## src/rtl/tmr_pkg.sv

```systemverilog
package tmr_pkg;

    typedef enum logic [1:0] {
        MODE_W13     = 2'b00,
        MODE_W16     = 2'b01,
        MODE_RELOAD8 = 2'b10,
        MODE_HOLD    = 2'b11
    } tmr_mode_e;

    typedef enum logic {
        FLAG_CLEAR   = 1'b0,
        FLAG_PENDING = 1'b1
    } flag_state_e;

endpackage

```

## src/rtl/tmr_prescale.sv

```systemverilog
module tmr_prescale #(
    parameter int DIV = 12
) (
    input  logic clk,
    input  logic rst_n,
    output logic tick_o
);
    localparam int PW = (DIV > 2) ? $clog2(DIV) : 1;
    localparam logic [PW-1:0] LAST = PW'(DIV - 1);

    logic [PW-1:0] pre_q;

    assign tick_o = (pre_q == LAST);

    always_ff @(posedge clk or negedge rst_n) begin
        if (!rst_n) begin
            pre_q <= '0;
        end else if (tick_o) begin
            pre_q <= '0;
        end else begin
            pre_q <= pre_q + 1'b1;
        end
    end


    tick_gap_chk: assert property (@(posedge clk) disable iff (!rst_n)
        tick_o |=> !tick_o);

endmodule

```

## src/rtl/tmr_count.sv

```systemverilog
module tmr_count
    import tmr_pkg::*;
#(
    parameter int W = 8
) (
    input  logic         clk,
    input  logic         rst_n,
    input  logic         tick_i,
    input  logic         run_i,
    input  tmr_mode_e    mode_i,
    input  logic         wr_lo_i,
    input  logic         wr_hi_i,
    input  logic [W-1:0] wr_data_i,
    output logic [W-1:0] lo_o,
    output logic [W-1:0] hi_o,
    output logic         wrap_o
);
    localparam int CW = 2 * W;

    logic [W-1:0] lo_q, hi_q, lo_n, hi_n;
    logic [CW-1:0] wide_sum;
    logic step;

    assign step     = tick_i && run_i && !(wr_lo_i || wr_hi_i);
    assign wide_sum = {hi_q, lo_q} + CW'(1);

    always_comb begin
        lo_n   = lo_q;
        hi_n   = hi_q;
        wrap_o = 1'b0;
        if (step) begin
            unique case (mode_i)
                MODE_W13, MODE_W16: begin
                    {hi_n, lo_n} = wide_sum;
                    wrap_o       = &{hi_q, lo_q};
                end
                MODE_RELOAD8: begin
                    if (&lo_q) begin
                        lo_n   = hi_q;
                        wrap_o = 1'b1;
                    end else begin
                        lo_n = lo_q + 1'b1;
                    end
                end
                MODE_HOLD: begin
                    lo_n = lo_q;
                end
                default: begin
                    lo_n = lo_q;
                end
            endcase
        end
        if (wr_lo_i) lo_n = wr_data_i;
        if (wr_hi_i) hi_n = wr_data_i;
    end

    always_ff @(posedge clk or negedge rst_n) begin
        if (!rst_n) begin
            lo_q <= '0;
            hi_q <= '0;
        end else begin
            lo_q <= lo_n;
            hi_q <= hi_n;
        end
    end

    assign lo_o = lo_q;
    assign hi_o = hi_q;


    reload_hi_chk: assert property (@(posedge clk) disable iff (!rst_n)
        (mode_i == MODE_RELOAD8 && !wr_hi_i) |=> $stable(hi_q));


    reserved_hold_chk: assert property (@(posedge clk) disable iff (!rst_n)
        (mode_i == MODE_HOLD && !wr_lo_i && !wr_hi_i) |=> $stable({hi_q, lo_q}));


    idle_hold_chk: assert property (@(posedge clk) disable iff (!rst_n)
        (!run_i && !wr_lo_i && !wr_hi_i) |=> $stable({hi_q, lo_q}));


    write_wins_chk: assert property (@(posedge clk) disable iff (!rst_n)
        (wr_lo_i && !wr_hi_i) |=> (lo_q == $past(wr_data_i)) && $stable(hi_q));

endmodule

```

## src/rtl/tmr_flag.sv

```systemverilog
module tmr_flag
    import tmr_pkg::*;
(
    input  logic clk,
    input  logic rst_n,
    input  logic wrap_i,
    input  logic ack_i,
    output logic irq_o,
    output logic pulse_o
);
    flag_state_e state_q, state_n;
    logic        pulse_q;

    always_comb begin
        state_n = state_q;
        unique case (state_q)
            FLAG_CLEAR:   if (wrap_i)           state_n = FLAG_PENDING;
            FLAG_PENDING: if (ack_i && !wrap_i) state_n = FLAG_CLEAR;
            default:                            state_n = FLAG_CLEAR;
        endcase
    end

    always_ff @(posedge clk or negedge rst_n) begin
        if (!rst_n) begin
            state_q <= FLAG_CLEAR;
            pulse_q <= 1'b0;
        end else begin
            state_q <= state_n;
            pulse_q <= wrap_i;
        end
    end

    always_comb begin
        irq_o   = (state_q == FLAG_PENDING);
        pulse_o = pulse_q;
    end


    pulse_single_chk: assert property (@(posedge clk) disable iff (!rst_n)
        pulse_q |=> !pulse_q);


    pulse_flag_chk: assert property (@(posedge clk) disable iff (!rst_n)
        pulse_q |-> (state_q == FLAG_PENDING));


    flag_keep_chk: assert property (@(posedge clk) disable iff (!rst_n)
        (state_q == FLAG_PENDING && !ack_i) |=> (state_q == FLAG_PENDING));


    ack_clear_chk: assert property (@(posedge clk) disable iff (!rst_n)
        (ack_i && !wrap_i) |=> (state_q == FLAG_CLEAR));

endmodule

```

## src/rtl/tmr_channel.sv

```systemverilog
module tmr_channel
    import tmr_pkg::*;
#(
    parameter int DIV = 12,
    parameter int W   = 8
) (
    input  logic         clk,
    input  logic         rst_n,
    input  logic [1:0]   mode_i,
    input  logic         run_i,
    input  logic         wr_lo_i,
    input  logic         wr_hi_i,
    input  logic [W-1:0] wr_data_i,
    input  logic         ack_i,
    output logic [W-1:0] cnt_lo_o,
    output logic [W-1:0] cnt_hi_o,
    output logic         irq_o,
    output logic         ovf_pulse_o
);
    logic      tick;
    logic      wrap;
    tmr_mode_e mode;

    assign mode = tmr_mode_e'(mode_i);

    tmr_prescale #(.DIV(DIV)) u_pre (
        .clk    (clk),
        .rst_n  (rst_n),
        .tick_o (tick)
    );

    tmr_count #(.W(W)) u_cnt (
        .clk       (clk),
        .rst_n     (rst_n),
        .tick_i    (tick),
        .run_i     (run_i),
        .mode_i    (mode),
        .wr_lo_i   (wr_lo_i),
        .wr_hi_i   (wr_hi_i),
        .wr_data_i (wr_data_i),
        .lo_o      (cnt_lo_o),
        .hi_o      (cnt_hi_o),
        .wrap_o    (wrap)
    );

    tmr_flag u_flag (
        .clk     (clk),
        .rst_n   (rst_n),
        .wrap_i  (wrap),
        .ack_i   (ack_i),
        .irq_o   (irq_o),
        .pulse_o (ovf_pulse_o)
    );


    wide_wrap_chk: assert property (@(posedge clk) disable iff (!rst_n)
        (ovf_pulse_o && $past(mode_i[1] == 1'b0)) |-> ({cnt_hi_o, cnt_lo_o} == '0));

endmodule

```

## config.mk

```make
export PLATFORM = sky130hd
export DESIGN_NAME = tmr_channel
export DESIGN_NICKNAME = d
export VERILOG_FILES = /design/src/rtl/tmr_pkg.sv /design/src/rtl/tmr_prescale.sv /design/src/rtl/tmr_count.sv /design/src/rtl/tmr_flag.sv /design/src/rtl/tmr_channel.sv
export SDC_FILE = /design/constraint.sdc
export NUM_CORES = 1
export LEC_CHECK = 0
export ABC_AREA = 1
export BUFFER_PORTS_ARGS = -buffer_cell sky130_fd_sc_hd__clkbuf_2
export CORE_AREA = 2 2 54 61
export DETAILED_ROUTE_END_ITERATION = 7
export DIE_AREA = 0 0 56 63
export PLACE_DENSITY = 0.84
export SLEW_MARGIN = 20
export SYNTH_ARGS = -nofsm -noshare
export SYNTH_HDL_FRONTEND = slang
export SYNTH_HIERARCHICAL = 1
export SYNTH_SLANG_ARGS = --single-unit
```

## constraint.sdc

```tcl
create_clock -name clk -period 3.9 [get_ports clk]
set_input_delay 0.195 -clock clk [delete_from_list [all_inputs] [get_ports clk]]
set_output_delay 0.195 -clock clk [all_outputs]
set_load 0.02 [all_outputs]
```

After elaboration in Yosys (flattened, before gate mapping)
Cells that the tools add are included.
{"block": "totals", "register_bits": 22, "in_bits": 16, "output_inout_bits": 18, "elab_cells": 43}
{"block": "op_classes", "add_sub_neg": 3, "eq_ne": 5, "n_mux": 14, "n_bitwise": 1, "reduce_logical": 15}
{"op": "two-way mux 8 bit", "n": 6}
{"op": "adder 16 x 1 -> 16 bit, second input constant", "n": 1}
{"op": "one-hot mux 8 bit (2 select lines)", "n": 1}
{"op": "AND reduction 16 bit", "n": 1}
{"op": "adder 8 x 1 -> 8 bit, second input constant", "n": 1}
{"op": "AND reduction 8 bit", "n": 1}
{"op": "nonzero test 2 bit", "n": 3}
{"op": "adder 4 x 1 -> 4 bit, second input constant", "n": 1}
{"op": "== test 2 bit, second input constant", "n": 2}
{"op": "== test 4 bit, second input constant", "n": 1}
{"op": "two-way mux 1 bit", "n": 4}
{"op": "two-way mux 4 bit", "n": 1}
{"op": "one-hot mux 1 bit (2 select lines)", "n": 2}
{"op": "AND reduction 2 bit", "n": 2}
{"op": "logical AND 1 bit", "n": 3}
{"op": "== test 2 x 1 -> 1 bit, second input constant", "n": 1}
{"op": "zero test 1 bit", "n": 2}
{"op": "zero test 2 bit", "n": 1}
{"op": "inequality test 2 bit, second input constant", "n": 1}
{"op": "OR reduction 2 bit", "n": 1}
{"op": "logical OR 1 bit", "n": 1}
{"op": "inverter 1 bit", "n": 1}

Depth between registers and ports, before layout
Gate-level depths: netlist (run 1).
{"block": "logic_depth", "depth_word": 8, "ltp_mapped": 11, "ltp_nobuf": 11}

Cells and area by module
The synthesis (run 1) kept the hierarchy.
{"mod": "tmr_count", "n_inst": 1, "cells_each": 213, "area_per_inst_um2": 1398.8, "seq_area_each_um2": 400.4}
{"mod": "tmr_prescale", "n_inst": 1, "cells_each": 16, "area_per_inst_um2": 168.9, "seq_area_each_um2": 100.1}
{"mod": "tmr_flag", "n_inst": 1, "cells_each": 6, "area_per_inst_um2": 65.1, "seq_area_each_um2": 50.0}

Least setup slack after synthesis (run 1)
No wires, ideal clock.
{"block": "synth_path", "path_type": "flip-flop to flip-flop", "from": "register u_pre.pre_q[0]", "to": "register u_flag.state_q, in the netlist u_flag/irq_o", "setup_time_ns": 0.065, "arrival_ns": 1.510, "required_ns": 3.835, "setup_slack_ns": 2.325, "path_stages_with_launch": 12, "n_path_buf": 0, "synth_period_minus_slack_ns": 1.575, "cell_sequence": "dfrtp_1 -> ha_1 -> nand2_2 -> nor2_2 -> nand2_1 -> inv_1 -> nand3_2 -> nor2_4 -> nand2_1 -> o22ai_1 -> inv_1 -> nand2_1"}
{"block": "synth_via", "elab_chain_len": 8, "elab_cells_between_ends": 9, "classes_between": "eq/ne (1); mux (4); reduce/logical (4)"}
{"element": "from (decl)", "line": "tmr_prescale.sv:11", "source": "logic [PW-1:0] pre_q;"}
{"element": "from (signal assigned)", "line": "tmr_prescale.sv:21", "source": "pre_q <= pre_q + 1'b1;"}
{"element": "== test 4 bit *", "line": "tmr_prescale.sv:13", "source": "assign tick_o = (pre_q == LAST);"}
{"element": "net tick", "line": "tmr_channel.sv:20", "source": "logic tick;"}
{"element": "logical AND 1 bit * (2 in a row)", "line": "tmr_count.sv:24", "source": "assign step = tick_i && run_i && !(wr_lo_i || wr_hi_i);"}
{"element": "two-way mux 1 bit *", "line": "tmr_count.sv:31", "source": "if (step) begin"}
{"element": "net wrap", "line": "tmr_channel.sv:21", "source": "logic wrap;"}
{"element": "zero test 1 bit", "line": "tmr_flag.sv:18", "source": "FLAG_PENDING: if (ack_i && !wrap_i) state_n = FLAG_CLEAR;"}
{"element": "logical AND 1 bit", "line": "tmr_flag.sv:18"}
{"element": "two-way mux 1 bit", "line": "tmr_flag.sv:18"}
{"element": "one-hot mux 1 bit (2 select lines) *", "line": "tmr_flag.sv:16", "source": "unique case (state_q)"}
{"element": "net u_flag.state_n", "line": "tmr_flag.sv:11", "source": "flag_state_e state_q, state_n;"}
{"element": "to (signal assigned)", "line": "tmr_flag.sv:28", "source": "state_q <= state_n;"}
{"element": "to (decl)", "line": "tmr_flag.sv:11"}
The timed path passes the listed nets; every way through them passes the cells marked *.
A chain may end at the register's enable or synchronous reset.

Worst setup path after layout (run 1)
Same ends and word-level chain as after synthesis.

==> impl_metrics.py, run 1 <==
metrics = {
    "status": {
        "status": "complete, no violations",
    },
    "synth": {
        "synth_ff_type": "dfrtp_1",
        "syn_nets": 253,
        "synthArstFlopShare": 1.00,
        "ys_seq_elements": 22,
        "synth_edf_count": 0,
        "synth_area_mm2": 0.00163,
        "yosys-top-cells-count": "nand2_1 (78), nand3_1 (36), dfrtp_1 (22), nor2_1 (22), inv_1 (21)",
        "synth-seq-area-share": 0.337,
        "synthTopCellsByArea": "dfrtp_1 (34%), nand2_1 (18%), nand3_1 (11%)",
        "synth_largest_area_cell": "dfrtp_1",
        "syn_avg_cell_area_um2": 6.95,
        "synthDominantCellAreaShare": 0.337,
        "ys_types": 31,
        "ys.warnings.count": 6,
        "synth.most_common_cell": "nand2_1",
        "synthCells": 235,
    },
    "final_layout": {
        "fin_util": 0.633,
        "diodes": 0,
        "final_cells": 304,
        "drive_gt1_frac": 0.237,
        "final_nets": 289,
        "area_growth_pct": 14.1,
    },
    "worst_setup_path": {
        "crit_path_cell_trace": "ha_1 -> nand2_2 -> nor2_2 -> nand2_1 -> inv_1 -> nand3_2 -> nor2_4 -> nand2_1 -> o22ai_1 -> inv_1 -> nand2_1",
        "critPathRequiredTime_ns": 4.17,
        "cp_slowest_cell": "dfrtp_1",
        "critPathLaunchType": "flip-flop",
        "path_class": "reg2reg",
        "timing.critical_path.mode_cell": "nand2_1",
        "end_kind": "flip-flop",
        "arrival_ns": 2.17,
        "crit_family": "simple AND/OR/NAND/NOR gates",
        "crit_path_max_fanout": 9,
        "critPathBufInv": 2,
        "crit_path_max_incr_delay_ns": 0.44,
    },
    "pwr": {
        "leakage_nw": 0.981,
        "vdd_drop_max_uv": 208,
        "p_per_area_mw_per_mm2": 304,
    },
    "clock_network": {
        "cts_max_path_buffers": 2,
        "root_buffer": "clkbuf_4",
        "cts_sinks": 22,
        "cts_tree": "built",
        "clock_latency_ns": 0.32,
        "cts_setup_buffers": 0,
        "clkTransAtPathRegs_ns": 0.13,
        "numCtsBuffers": 3,
        "ctsHtreeMaxLevel": 1,
    },
    "floorplanning": {
        "num_rows": 21,
        "start_util": 0.555,
        "die_w_um": 56,
        "die_h_um": 63,
        "io_pins": 34,
        "dieArea_mm2": 0.00353,
        "core_area_mm2": 0.00294,
    },
    "global_routing": {
        "grt_pass1_wl_mm": 7.12,
        "grtUsageTotal": 0.255,
        "grt_pass1_vias": 1613,
        "overflow": 0,
        "grt_max_degree": 23,
        "antenna_found_initial": 0,
    },
    "place": {
        "dp.cells": 299,
        "hpwl_mm": 3.08,
        "numPortBuffers": 33,
        "gp_congestion": 0.962,
    },
    "sta": {
        "hold_viol": 0,
        "setup_viol": 0,
        "slew_violations": 0,
        "min_period_ns": 1.90,
        "finalCritPeriodShare": 0.487,
        "max_slew_margin": 0.618,
        "rsz0062_at_grt": "false",
        "worst_hold_slack_ns": 0.0878,
        "setup-tns-final_ns": 0,
        "fmaxAchievable_ghz": 0.527,
        "clock_skew_ns": 0.00159,
        "worst_pin_slew_ns": 0.573,
    },
    "routing": {
        "dr.pass1.iters": 5,
        "vias": 1685,
        "routed_via_density": 5.54,
        "ant_nets": 0,
        "drt-total-wl_mm": 4.20,
        "wire_per_inst_um": 13.8,
        "drt_iter0_drc": 81,
        "drc": 0,
    },
    "run": {
        "cap_viol_max_count": 0,
    },
    "worst_hold_path": {
        "min_path_type": "in2reg",
    },
}
-- stage by stage --
| step | cell area, um^2 | power (mW) | worst slack [ns] |
|---|---|---|---|
| CTS | 1860 | 0.567 | 2.03 |
| finish | 1860 | 0.566 | 2.00 |
| floorplan | 1630 | 0.382 | 2.33 |
| global route | 1860 | 0.601 | 1.88 |
| detailed placement | 1820 | 0.433 | 2.05 |
| global placement | 1820 | 0.431 | 2.24 |
-- cells in the final DEF (no fill, tap or decap), drive strengths merged, types with 2 or more instances in the layout --
cell type,Yosys,final
ha,2,2
nand2,85,85
inv,26,26
o21ai,5,5
dfrtp,22,22
o21bai,2,2
nand4,9,9
a21oi,2,2
nor2,32,32
xor2,2,2
nand3,38,38
clkbuf,0,37
-- tightest hold or removal path: cells and delay by family --
| family | cells | cell delay [ns] |
|---|---|---|
| buffers and inverters | 2 | 0.10 |
| AND/OR/NAND/NOR | 2 | 0.08 |
-- worst paths after layout --
kind | start | to | slack [ns] | cells past startpoint
setup reg to reg | u_pre/pre_q[0]$_DFF_PN0_ | u_flag/irq_o$_DFF_PN0_ | 2.00 | 11
hold reg to reg | u_flag/irq_o$_DFF_PN0_ | u_flag/irq_o$_DFF_PN0_ | 0.51 | 2
setup / recovery | u_pre/pre_q[0]$_DFF_PN0_ | u_flag/irq_o$_DFF_PN0_ | 2.00 | 11
hold / removal | ack_i | u_flag/irq_o$_DFF_PN0_ | 0.09 | 4
min in group asynchronous | rst_n | u_cnt/lo_o[2]$_DFFE_PN0P_ | 0.38 | 2
max in group asynchronous | rst_n | u_cnt/lo_o[3]$_DFFE_PN0P_ | 3.14 | 2
-- flip-flops by register name, summed over array words and instances, names as in the netlist --
name and count:
u_cnt/hi_o 8, u_flag/irq_o 1, u_flag/pulse_o 1, u_pre/pre_q 4
u_cnt/lo_o 8
-- routing by layer --
metal | wire [um] | GRT usage | vias to the layer above
li1 | - | - | 828
met1 | 1700 | 0.331 | 773
met2 | 2050 | 0.429 | 72
met3 | 371 | 0.0373 | 12
met4 | 78 | 0.0893 | 0
met5 | 0 | 0 | -
-- report_power, final --
part / switching (mW) / total, mW / internal, mW
clock: 0.0783 / 0.135 / 0.0571
sequential: 0.0315 / 0.277 / 0.246
combinational: 0.101 / 0.154 / 0.0523
total: 0.211 / 0.566 / 0.355
-- area by class of cell --
cell class	count	area, um^2
flip-flops and latches	22	551
well taps	34	42.5
clock buffers	4	36.3
inverters	27	104
fillers	291	1080
repair buffers	34	175
multi-input cells	183	955
-- cells by family (layout without fill, tap and decap cells) --
group | count (synthesis) | in the layout | share of synthesized area
flops | 22 | 22 | 0.337
compound gates | 12 | 12 | 0.0521
fa+ha+maj | 2 | 2 | 0.0153
xor+xnor | 2 | 2 | 0.0107
buf+inv | 30 | 65 | 0.0782
simple gates | 167 | 167 | 0.507
-- repair_timing --
item,in CTS,in global routing
gates resized for setup,0,0
hold buffers,1,0
hold endpoints to repair,22,0
(Power assumes the default switching activity.)
==> run 2: changes to the inputs <==
Settings changed: ABC_AREA 1 to 0, CORE_AREA 2 2 54 61 to 2 2 53 60, DIE_AREA 0 0 56 63 to 0 0 55 62, PLACE_DENSITY 0.84 to 0.78.
Clock period 3.9 ns to 2 ns, I/O delays scaled along.
==> run 2 against run 1 <==
Hold slack got worse by 0.081 ns. Sequential power increased by 91%. Sequential share of layout area increased by 2.8 points. Non-clock buffer count is 10 higher. Critical path type unchanged. Largest cell class unchanged. Highest routed layer unchanged.
==> impl_metrics.py, run 2 <==
metrics = {
    "sta": {
        "hold_viol": 0,
        "fmaxAchievable_ghz": 0.517,
        "rsz0062_at_grt": "true",
        "layout_setup_ws_ns": 0.0671,
        "worst_pin_slew_ns": 0.565,
        "clock_skew_ns": 0.00548,
        "finalCritPeriodShare": 0.966,
        "setup_viol": 0,
        "slew_violations": 0,
        "min_period_ns": 1.93,
        "max_slew_margin": 0.623,
    },
    "final_layout": {
        "drive_gt1_frac": 0.289,
        "mostFrequentLayoutCell": "clkbuf_2",
        "area_growth_pct": 23.3,
        "final_nets": 209,
        "diodes": 0,
        "fin_area_mm2": 0.00170,
        "mostFrequentLayoutCells": "clkbuf_2 (33), dfrtp_1 (22), nand2_1 (15)",
    },
    "pwr": {
        "p_per_area_mw_per_mm2": 586,
        "vdd_drop_max_uv": 350,
        "power_uw": 998,
        "p_sw_uw": 325,
        "sw_frac_of_total": 0.326,
        "combPwrFrac": 0.211,
        "p_seq_frac": 0.530,
        "power.internal_uw": 673,
        "leakage_nw": 0.809,
        "clockPowerShare": 0.259,
    },
    "clock_network": {
        "clkTransAtPathRegs_ns": 0.13,
        "cts_tree": "built",
        "root_buffer": "clkbuf_4",
        "numCtsBuffers": 3,
        "cts_sinks": 22,
        "clock_latency_ns": 0.32,
        "ctsHtreeMaxLevel": 1,
        "cts_max_path_buffers": 2,
    },
    "worst_setup_path": {
        "arrival_ns": 2.16,
        "end_kind": "flip-flop",
        "critPathRequiredTime_ns": 2.22,
        "crit_path_cell_trace": "ha_2 -> and3b_2 -> nand3b_4 -> or3_4 -> o311a_1 -> a211o_1",
        "cp_slowest_cell": "dfrtp_1",
        "crit_path_max_incr_delay_ns": 0.40,
        "path_depth": 6,
        "path_class": "reg2reg",
        "crit_family": "simple AND/OR/NAND/NOR gates",
        "critPathLaunchType": "flip-flop",
        "critPathBufInv": 0,
        "crit_path_max_fanout": 6,
        "worstRegToRegCells": 6,
    },
    "global_routing": {
        "grt_max_degree": 23,
        "antenna_found_initial": 0,
        "grt_pass1_wl_mm": 5.82,
        "grtUsageTotal": 0.236,
        "grt_pass1_vias": 1325,
        "overflow": 0,
    },
    "routing": {
        "wire_per_inst_um": 16.8,
        "drt_iter0_drc": 68,
        "drc": 0,
        "dr.pass1.iters": 5,
        "routed_via_density": 6.31,
        "ant_nets": 0,
        "drt-total-wl_mm": 3.77,
        "vias": 1413,
    },
    "floorplanning": {
        "dieArea_mm2": 0.00341,
        "die_w_um": 55,
        "core_area_mm2": 0.00289,
        "die_h_um": 62,
        "start_util": 0.478,
        "num_rows": 21,
        "io_pins": 34,
    },
    "synth": {
        "synthDominantCellAreaShare": 0.399,
        "synth_largest_area_cell": "dfrtp_1",
        "ys_seq_elements": 22,
        "synth_ff_type": "dfrtp_1",
        "ys.warnings.count": 6,
        "synth-seq-area-share": 0.399,
        "ys_types": 48,
        "synthArstFlopShare": 1.00,
        "synthCells": 146,
        "synthTopCellsByArea": "dfrtp_1 (40%), mux2i_1 (5.8%), nand2_1 (4.1%)",
        "synth_area_mm2": 0.00138,
        "syn_nets": 164,
        "synth.most_common_cell": "dfrtp_1",
        "syn_avg_cell_area_um2": 9.46,
        "synth_edf_count": 0,
        "yosys-top-cells-count": "dfrtp_1 (22), nand2_1 (15), mux2i_1 (8), nand4_1 (8)",
    },
    "worst_hold_path": {
        "min_path_type": "in2reg",
        "worstHoldPathCells": 3,
    },
    "place": {
        "dp_slack_ns": 0.0302,
        "numPortBuffers": 33,
        "hpwl_mm": 2.77,
        "place_area_mm2": 0.00164,
        "gp_congestion": 0.891,
    },
    "run": {
        "cap_viol_max_count": 0,
    },
    "status": {
        "status": "complete, no violations",
    },
}
## run 2: cell count changes after synthesis, moves of 4 or more
cell      change
nor2_1       -16
and3_1        +5
nand2b_1      +5
nor2_4        -5
nand2_1      -63
o31ai_1       +4
inv_2         -4
nand3_1      -30
nand2_2       -6
mux2i_1       +8
inv_1        -16
## run 2: final cells by class
type,count,area (um^2)
clock buffer,4,36.3
inverter,5,18.8
timing repair buffer,44,250
fill,262,1190
multi-input combinational,115,805
sequential,22,551
tap,34,42.5
## run 2: worst register-to-register path, stage by stage, from the launching register on
cell	delay, ns
dfrtp_1	0.40
ha_2	0.19
and3b_2	0.23
nand3b_4	0.10
or3_4	0.37
o311a_1	0.29
a211o_1	0.26
## run 2: logic make-up (layout without fill, tap and decap cells)
family | count (synthesis) | count (layout) | share of synthesized area
AO/OA/AOI/OAI | 35 | 35 | 0.194
AND/OR/NAND/NOR | 68 | 68 | 0.289
buffers and inverters | 9 | 53 | 0.0254
multiplexers | 9 | 9 | 0.0688
adder cells (fa/ha/maj) | 2 | 2 | 0.0181
XOR/XNOR | 1 | 1 | 0.00634
flip-flops | 22 | 22 | 0.399
## run 2: timing repair
item,CTS,global route
hold buffers,1,0
setup endpoints to repair,0,2
buffers inserted,0,1
hold endpoints to repair,22,0
resized for setup,0,1
## run 2: stage by stage
stage	hold WS [ns]	util	TNS (ns)	std cells
3_5_place_dp	0.122	0.569	0	218
3_3_place_gp	0.113	0.569	0	218
2_1_floorplan	-0.196	-	0	146
5_1_grt	0.0190	0.589	-0.00870	224
4_1_cts	0.00671	0.585	0	223
6_report	0.00671	0.589	0	224
## run 2: per-layer routing
metal | GRT usage | part of all wire | up-vias
met5 | 0 | 0 | -
met4 | 0.108 | 0.021 | 0
met3 | 0.0239 | 0.064 | 9
met2 | 0.396 | 0.49 | 70
met1 | 0.304 | 0.42 | 676
li1 | - | - | 658
## run 2: final timing paths
kind,start,end,slack (ns)
max,u_pre/pre_q[1]$_DFF_PN0_,u_cnt/hi_o[5]$_DFFE_PN0P_,0.07
min,wr_data_i[2],u_cnt/lo_o[2]$_DFFE_PN0P_,0.007
max reg2reg,u_pre/pre_q[1]$_DFF_PN0_,u_cnt/hi_o[5]$_DFFE_PN0P_,0.07
min reg2reg,u_flag/irq_o$_DFF_PN0_,u_flag/irq_o$_DFF_PN0_,0.50
max in group asynchronous,rst_n,u_cnt/lo_o[1]$_DFFE_PN0P_,1.34
min in group asynchronous,rst_n,u_pre/pre_q[0]$_DFF_PN0_,0.28
## run 2: power by group through the flow
| stage | Clock (mW) | Combinational [mW] | Sequential (mW) |
|---|---|---|---|
| 6_report | 0.259 | 0.210 | 0.529 |
| 5_1_grt | 0.276 | 0.230 | 0.537 |
| 4_1_cts | 0.263 | 0.210 | 0.529 |
| 3_5_place_dp | 0 | 0.208 | 0.537 |
| 3_3_place_gp | 0 | 0.203 | 0.534 |
| 2_1_floorplan | 0 | 0.0893 | 0.562 |
